## src/rtl/cfs_pkg.sv

```systemverilog
package cfs_pkg;

    localparam int CFS_NUM_IN = 4;
    localparam int CFS_SEL_W  = $clog2(CFS_NUM_IN);

    typedef enum logic [1:0] {
        ST_MANUAL        = 2'd0,
        ST_AUTO_RUN      = 2'd1,
        ST_AUTO_STRANDED = 2'd2
    } cfs_state_e;

    typedef struct packed {
        logic                 found;
        logic [CFS_SEL_W-1:0] idx;
    } cfs_pick_t;

    // First qualified input after cur in rotation order; cur itself is excluded.
    function automatic cfs_pick_t cfs_rr_pick(input logic [CFS_SEL_W-1:0] cur,
                                              input logic [CFS_NUM_IN-1:0] qual);
        cfs_pick_t            res;
        logic [CFS_SEL_W-1:0] cand;
        res.found = 1'b0;
        res.idx   = cur;
        for (int k = CFS_NUM_IN - 1; k >= 1; k--) begin
            cand = cur + CFS_SEL_W'(k);
            if (qual[cand]) begin
                res.found = 1'b1;
                res.idx   = cand;
            end
        end
        return res;
    endfunction

endpackage

```

## src/rtl/cfs_edge_sync.sv

```systemverilog
module cfs_edge_sync #(
    parameter int SYNC_STAGES = 2
) (
    input  logic clk,
    input  logic rst,
    input  logic async_i,
    output logic edge_o
);
    localparam int TOP = SYNC_STAGES;

    logic [TOP:0] shreg;

    always_ff @(posedge clk) begin
        if (rst) begin
            shreg <= '0;
        end else begin
            shreg <= {shreg[TOP-1:0], async_i};
        end
    end

    // Compare the last synchronized stage with one extra history flop.
    assign edge_o = shreg[TOP] ^ shreg[TOP-1];

endmodule

```

## src/rtl/cfs_watchdog.sv

```systemverilog
module cfs_watchdog #(
    parameter int TIMEOUT = 64
) (
    input  logic clk,
    input  logic rst,
    input  logic clr_i,
    input  logic edge_i,
    output logic fail_o
);
    localparam int            CW  = $clog2(TIMEOUT + 1);
    localparam logic [CW-1:0] LIM = CW'(TIMEOUT);

    logic [CW-1:0] idle_cnt;

    always_ff @(posedge clk) begin
        if (rst || clr_i || edge_i) begin
            idle_cnt <= '0;
        end else if (idle_cnt != LIM) begin
            idle_cnt <= idle_cnt + 1'b1;
        end
    end

    always_ff @(posedge clk) begin
        if (rst || clr_i) begin
            fail_o <= 1'b0;
        end else if (idle_cnt == LIM) begin
            fail_o <= 1'b1;
        end
    end

    AST_FLAG_STICKY: assert property (@(posedge clk) disable iff (rst)
        (fail_o && !clr_i) |=> fail_o);
    AST_CLEAR_DROPS: assert property (@(posedge clk) disable iff (rst)
        clr_i |=> !fail_o);

endmodule

```

## src/rtl/cfs_select_fsm.sv

```systemverilog
module cfs_select_fsm
    import cfs_pkg::*;
(
    input  logic                  clk,
    input  logic                  rst,
    input  logic [2:0]            mode_i,
    input  logic [CFS_NUM_IN-1:0] fail_i,
    input  logic [CFS_NUM_IN-1:0] qual_i,
    output logic [CFS_SEL_W-1:0]  sel_o,
    output logic                  none_o
);
    cfs_state_e           st_q, st_d;
    logic [CFS_SEL_W-1:0] cur_q, cur_d;
    cfs_pick_t            pick;
    logic                 auto_req;

    assign auto_req = mode_i[2];
    assign pick     = cfs_rr_pick(cur_q, qual_i);

    // State register
    always_ff @(posedge clk) begin
        if (rst) begin
            st_q  <= auto_req ? ST_AUTO_RUN : ST_MANUAL;
            cur_q <= mode_i[CFS_SEL_W-1:0];
        end else begin
            st_q  <= st_d;
            cur_q <= cur_d;
        end
    end

    // Next-state logic
    always_comb begin
        st_d  = st_q;
        cur_d = cur_q;
        unique case (st_q)
            ST_MANUAL: begin
                cur_d = mode_i[CFS_SEL_W-1:0];
                if (auto_req) st_d = ST_AUTO_RUN;
            end
            ST_AUTO_RUN: begin
                if (!auto_req) begin
                    st_d  = ST_MANUAL;
                    cur_d = mode_i[CFS_SEL_W-1:0];
                end else if (fail_i[cur_q]) begin
                    if (pick.found) cur_d = pick.idx;
                    else            st_d  = ST_AUTO_STRANDED;
                end
            end
            ST_AUTO_STRANDED: begin
                if (!auto_req) begin
                    st_d  = ST_MANUAL;
                    cur_d = mode_i[CFS_SEL_W-1:0];
                end else if (qual_i[cur_q]) begin
                    st_d = ST_AUTO_RUN;
                end else if (pick.found) begin
                    st_d  = ST_AUTO_RUN;
                    cur_d = pick.idx;
                end
            end
            default: begin
                st_d  = ST_MANUAL;
                cur_d = mode_i[CFS_SEL_W-1:0];
            end
        endcase
    end

    // Outputs
    always_comb begin
        sel_o  = cur_q;
        none_o = (st_q == ST_AUTO_STRANDED);
    end

    AST_MANUAL_TRACKS: assert property (@(posedge clk) disable iff (rst)
        (!$past(rst) && !$past(mode_i[2])) |-> (sel_o == $past(mode_i[1:0])));
    AST_HOLD_HEALTHY: assert property (@(posedge clk) disable iff (rst)
        (st_q == ST_AUTO_RUN && mode_i[2] && !fail_i[cur_q]) |=> (sel_o == $past(sel_o)));
    AST_SWITCH_QUALIFIED: assert property (@(posedge clk) disable iff (rst)
        (st_q != ST_MANUAL && mode_i[2]) |=>
        ((sel_o == $past(sel_o)) || ((($past(qual_i) >> sel_o) & 4'b0001) != 4'b0000)));
    AST_STRAND_HOLDS: assert property (@(posedge clk) disable iff (rst)
        (st_q == ST_AUTO_STRANDED && mode_i[2] && qual_i == '0) |=>
        (sel_o == $past(sel_o) && none_o));

endmodule

```

## src/rtl/clk_failover_sel.sv

```systemverilog
module clk_failover_sel
    import cfs_pkg::*;
#(
    parameter int TIMEOUT     = 64,
    parameter int SYNC_STAGES = 2
) (
    input  logic       clk,
    input  logic       rst,
    input  logic [3:0] ref_in,
    input  logic [3:0] ref_ok,
    input  logic [3:0] ref_en,
    input  logic [2:0] mode,
    input  logic       fail_clr,
    output logic [3:0] fail_flag,
    output logic [1:0] sel_code,
    output logic       none_ok
);
    logic [CFS_NUM_IN-1:0] edge_seen;
    logic [CFS_NUM_IN-1:0] failed;
    logic [CFS_NUM_IN-1:0] qual;

    for (genvar i = 0; i < CFS_NUM_IN; i++) begin : g_mon
        cfs_edge_sync #(.SYNC_STAGES(SYNC_STAGES)) u_sync (
            .clk    (clk),
            .rst    (rst),
            .async_i(ref_in[i]),
            .edge_o (edge_seen[i])
        );
        cfs_watchdog #(.TIMEOUT(TIMEOUT)) u_wdog (
            .clk   (clk),
            .rst   (rst),
            .clr_i (fail_clr),
            .edge_i(edge_seen[i]),
            .fail_o(failed[i])
        );
    end

    assign qual = ref_ok & ref_en & ~failed;

    cfs_select_fsm u_fsm (
        .clk   (clk),
        .rst   (rst),
        .mode_i(mode),
        .fail_i(failed),
        .qual_i(qual),
        .sel_o (sel_code),
        .none_o(none_ok)
    );

    assign fail_flag = failed;

    AST_RESET_CLEAN: assert property (@(posedge clk)
        rst |=> (fail_flag == 4'b0000 && !none_ok));

endmodule

```

## config.mk

```make
export PLATFORM = sky130hd
export DESIGN_NAME = clk_failover_sel
export DESIGN_NICKNAME = d
export VERILOG_FILES = /design/src/rtl/cfs_pkg.sv /design/src/rtl/cfs_edge_sync.sv /design/src/rtl/cfs_watchdog.sv /design/src/rtl/cfs_select_fsm.sv /design/src/rtl/clk_failover_sel.sv
export SDC_FILE = /design/constraint.sdc
export NUM_CORES = 1
export LEC_CHECK = 0
export CORE_MARGIN = 2
export CORE_UTILIZATION = 43
export DETAILED_ROUTE_END_ITERATION = 10
export HOLD_SLACK_MARGIN = 0.05
export PLACE_DENSITY = 0.63
export SLEW_MARGIN = 15
export SYNTH_ARGS = -nofsm -noshare
export SYNTH_HDL_FRONTEND = slang
export SYNTH_HIERARCHICAL = 1
export SYNTH_SLANG_ARGS = --single-unit
```

## constraint.sdc

```tcl
create_clock -name clk -period 2.07 [get_ports clk]
set_input_delay 0.414 -clock clk [delete_from_list [all_inputs] [get_ports clk]]
set_output_delay 0.414 -clock clk [all_outputs]
set_load 0.005 [all_outputs]
```

==> impl_metrics.csv, run 1 <==
group,metric,value,unit
floorplanning,die_area,6270,um^2
worst_setup_path,worstRegToRegCells,5,
cells_and_area,fin_cells,370,
timing,fin_crit,1.99,ns
timing,rsz0062_at_grt,"false",
place,globalplace.congestion,0.811,
drt,via_per_inst,5.18,
drt,initialDrtViolationCount,93,
synthesis,syn_nets,292,
power_and_ir_drop,leakagePower,1.07,nW
timing,slew_headroom,0.598,
synthesis,synth_edf_count,4,
synthesis,synth.distinct_cells,38,
global_route,grt.overflow.total,0,
cells_and_area,finalInstanceArea,2880,um^2
clocking,post-cts-setup-buffers,0,
power_and_ir_drop,p_comb_frac,0.229,
clocking,cts_hold_buf,0,
synthesis,yosys_warnings,6,
worst_setup_path,path_class,"flop to output pin",
place,dp.final_hpwl,3360,um
floorplanning,die_x,79.2,um
place,dp_cells,362,
clocking,h-tree-depth,2,
cells_and_area,final_cell_mix,"dfxtp_1 (44), a21oi_1 (24), clkdlybuf4s50_1 (24)",
worst_setup_path,crit_path_end_kind,"output pin",
drt,ant_nets,0,
synthesis,avgSynthCellArea,9.28,um^2
synthesis,ys_ff_latch,48,
worst_setup_path,worst-path-max-fanout,4,
worst_setup_path,crit_path_start,"u_fsm/st_q[0]",
worst_setup_path,r2r_start,"g_mon[3].u_wdog/fail_o",
power_and_ir_drop,switchingPower,0.579,mW
timing,fmax,0.504,GHz
global_route,grt_max_degree,20,
worst_setup_path,path_cells,"inv_1, ha_2, clkdlybuf4s50_1",
synthesis,synth_area,2430,um^2
cells_and_area,multi_input_area,1350,um^2
synthesis,syn_inst,262,
outcome,status,"completed",
worst_setup_path,r2r_end,"u_fsm/sel_o[1]",
floorplanning,start_util,0.444,
clocking,numCtsBuffers,5,
floorplanning,coreArea,5470,um^2
timing,drv_slew,0,
drt,drt_wl_total,4550,um
synthesis,ys_seq_area_frac,0.412,
clocking,clk_pin_slew,0.08,ns
floorplanning,fp-row-count,27,
place,io_buffers,24,
global_route,grt_pass1_wl,7740,um
cells_and_area,syn_to_final_growth,18.5,%
cells_and_area,drive_above_1_share,0.124,
synthesis,synth_async_sr_flop_share,0,
worst_setup_path,crit_end,"none_ok",
floorplanning,pin_count,25,
synthesis,synth_top_cell_area_share,0.362,
clocking,clockBufferDepth,2,
clocking,clk_latency,0.29,ns
cells_and_area,antennaDiodeCount,0,
global_route,grt_pass1_vias,1665,
clocking,cts_tree,"built",
place,place_area,2800,um^2
power_and_ir_drop,powerDensity,716,nW/um^2
timing,fin_crit_sh,0.959,
worst_setup_path,worst-endpoint-required,1.66,ns
timing,setup_viol,0,
global_route,track_usage,0.156,
cells_and_area,nFillCells,531,
timing,setup_slack,0.0850,ns
worst_setup_path,max_stage_delay,0.51,ns
clocking,cts-root-buf,"clkbuf_8",
synthesis,synth_area_leaders,"dfxtp_1 (36%), ha_1 (6.2%), a21oi_1 (4.9%), edfxtp_1 (4.9%), nor2b_1 (4.9%)",
timing,tightestPinTransition,0.594,ns
power_and_ir_drop,peakVddDrop,0.379,mV
worst_hold_path,hp-start,"g_mon[0].u_sync/shreg[0]",
power_and_ir_drop,internal-power,1.48,mW
worst_setup_path,cp-start-kind,"flop",
drt,vias,1918,
synthesis,ys.flop_type,"dfxtp_1",
clocking,cts_sinks,48,
worst_setup_path,rrSetupSlack,0.26,ns
flow_run,maxCapViolations,0,
drt,wl_per_cell,12.3,um
timing,clock-skew-final,0.00683,ns
global_route,antenna_found_initial,0,
clocking,cts-resized-gates,0,
synthesis,synth_top_area_cell,"dfxtp_1",
worst_hold_path,hold_path.class,"flop to flop",
floorplanning,die_h,79.2,um
worst_setup_path,worstPathArrival,1.57,ns
timing,final-hold-violation-count,0,
cells_and_area,area.sequential,1000,um^2
cells_and_area,post-route-util,0.527,
worst_setup_path,crit_slowest_cell,"clkdlybuf4s50_1",
drt,drc,0,
place,dp_slack,-0.120,ns
timing,tns,0,ns
cells_and_area,layout.cells.most_common,"dfxtp_1",
power_and_ir_drop,p_seq_frac,0.520,
cells_and_area,nets,327,
drt,drt_first_pass_iters,4,
power_and_ir_drop,netSwitchingFraction,0.281,
power_and_ir_drop,p_clk_frac,0.251,
## registers in the layout, indices dropped and copies added (netlist names)
signal                 cells
g_mon.u_sync/shreg        12
g_mon.u_wdog/fail_o        4
g_mon.u_wdog/idle_cnt     28
u_fsm/sel_o                2
u_fsm/st_q                 2
## synth_stat cells (5+ instances only)
| cell type | n |
|---|---|
| dfxtp_1 | 44 |
| a21oi_1 | 24 |
| nor3_1 | 21 |
| nor2b_1 | 19 |
| nand2_1 | 17 |
| ha_1 | 12 |
| inv_1 | 12 |
| nand3_1 | 12 |
| o21ai_0 | 12 |
| or3_1 | 12 |
| xor2_1 | 12 |
| nand2b_1 | 6 |
| and3b_1 | 5 |
## layer usage
metal	global-route usage	part of all wire	routed length (um)
met5	0	0	0
met4	0.0517	0.015	69
met3	0.0443	0.068	309
met2	0.211	0.38	1720
met1	0.234	0.54	2460
## cell families after synthesis
group           Yosys count  synth area share
compound gates           51             0.126
xor+xnor                 16            0.0576
fa+ha+maj                12            0.0618
buf+inv                  18            0.0340
flops                    48             0.412
mux                       2            0.0185
simple gates            115             0.290
## area by class of cell
class | instances | share of cell area
multi-input cells | 196 | 0.469
flip-flops and latches | 48 | 0.347
repair buffers | 34 | 0.109
well taps | 72 | 0.0313
clock buffers | 7 | 0.0265
inverters | 12 | 0.0156
clock inverters | 1 | 0.00130
## how the worst min path moves through the flow
stage	endpoint	slack (ns)	cells past startpoint
2_1_floorplan	g_mon[0].u_sync/shreg[1]	0.41	1
3_3_place_gp	g_mon[2].u_sync/shreg[1]	0.42	1
3_5_place_dp	g_mon[0].u_sync/shreg[1]	0.42	1
4_1_cts	g_mon[0].u_sync/shreg[1]	0.44	1
5_1_grt	g_mon[2].u_sync/shreg[1]	0.46	1
6_report	g_mon[0].u_sync/shreg[1]	0.44	1
## per-stage QoR
stage	hold WS [ns]	total power [mW]
floorplan	0.414	1.41
global placement	0.417	1.56
detailed placement	0.420	1.55
CTS	0.440	2.09
global route	0.457	2.20
finish	0.440	2.06
## power by group through the flow
stage	combinational (mW)	sequential, mW	clock, mW
after floorplan	0.351	1.06	0
after global placement	0.465	1.09	0
after detailed placement	0.461	1.09	0
after CTS	0.465	1.07	0.554
after global routing	0.522	1.08	0.592
final	0.472	1.07	0.518
## critical path, delay by kind of cell (launching register included)
family                   cells  cell delay [ns]
adder cells (fa/ha/maj)      1             0.23
buffers and inverters        2             0.62
flip-flops                   1             0.43
No activity file was read; power rests on OpenSTA's default activity.
==> run 2: changes to the inputs <==
--- a/config.mk
+++ b/config.mk
@@ -8,6 +8,7 @@
 export CORE_MARGIN = 2
 export CORE_UTILIZATION = 43
 export DETAILED_ROUTE_END_ITERATION = 10
+export GPL_ROUTABILITY_DRIVEN = 0
 export HOLD_SLACK_MARGIN = 0.05
 export PLACE_DENSITY = 0.63
 export SLEW_MARGIN = 15
==> results of run 2 <==
Final layout, timing and power as in run 1 (identical DEF).
==> run 3: changes to the inputs <==
--- a/config.mk
+++ b/config.mk
@@ -11,6 +11,7 @@
 export GPL_ROUTABILITY_DRIVEN = 0
 export HOLD_SLACK_MARGIN = 0.05
 export PLACE_DENSITY = 0.63
+export SKIP_CTS_REPAIR_TIMING = 1
 export SLEW_MARGIN = 15
 export SYNTH_ARGS = -nofsm -noshare
 export SYNTH_HDL_FRONTEND = slang
==> results of run 3 <==
Final layout, timing and power as in run 1 (identical DEF).
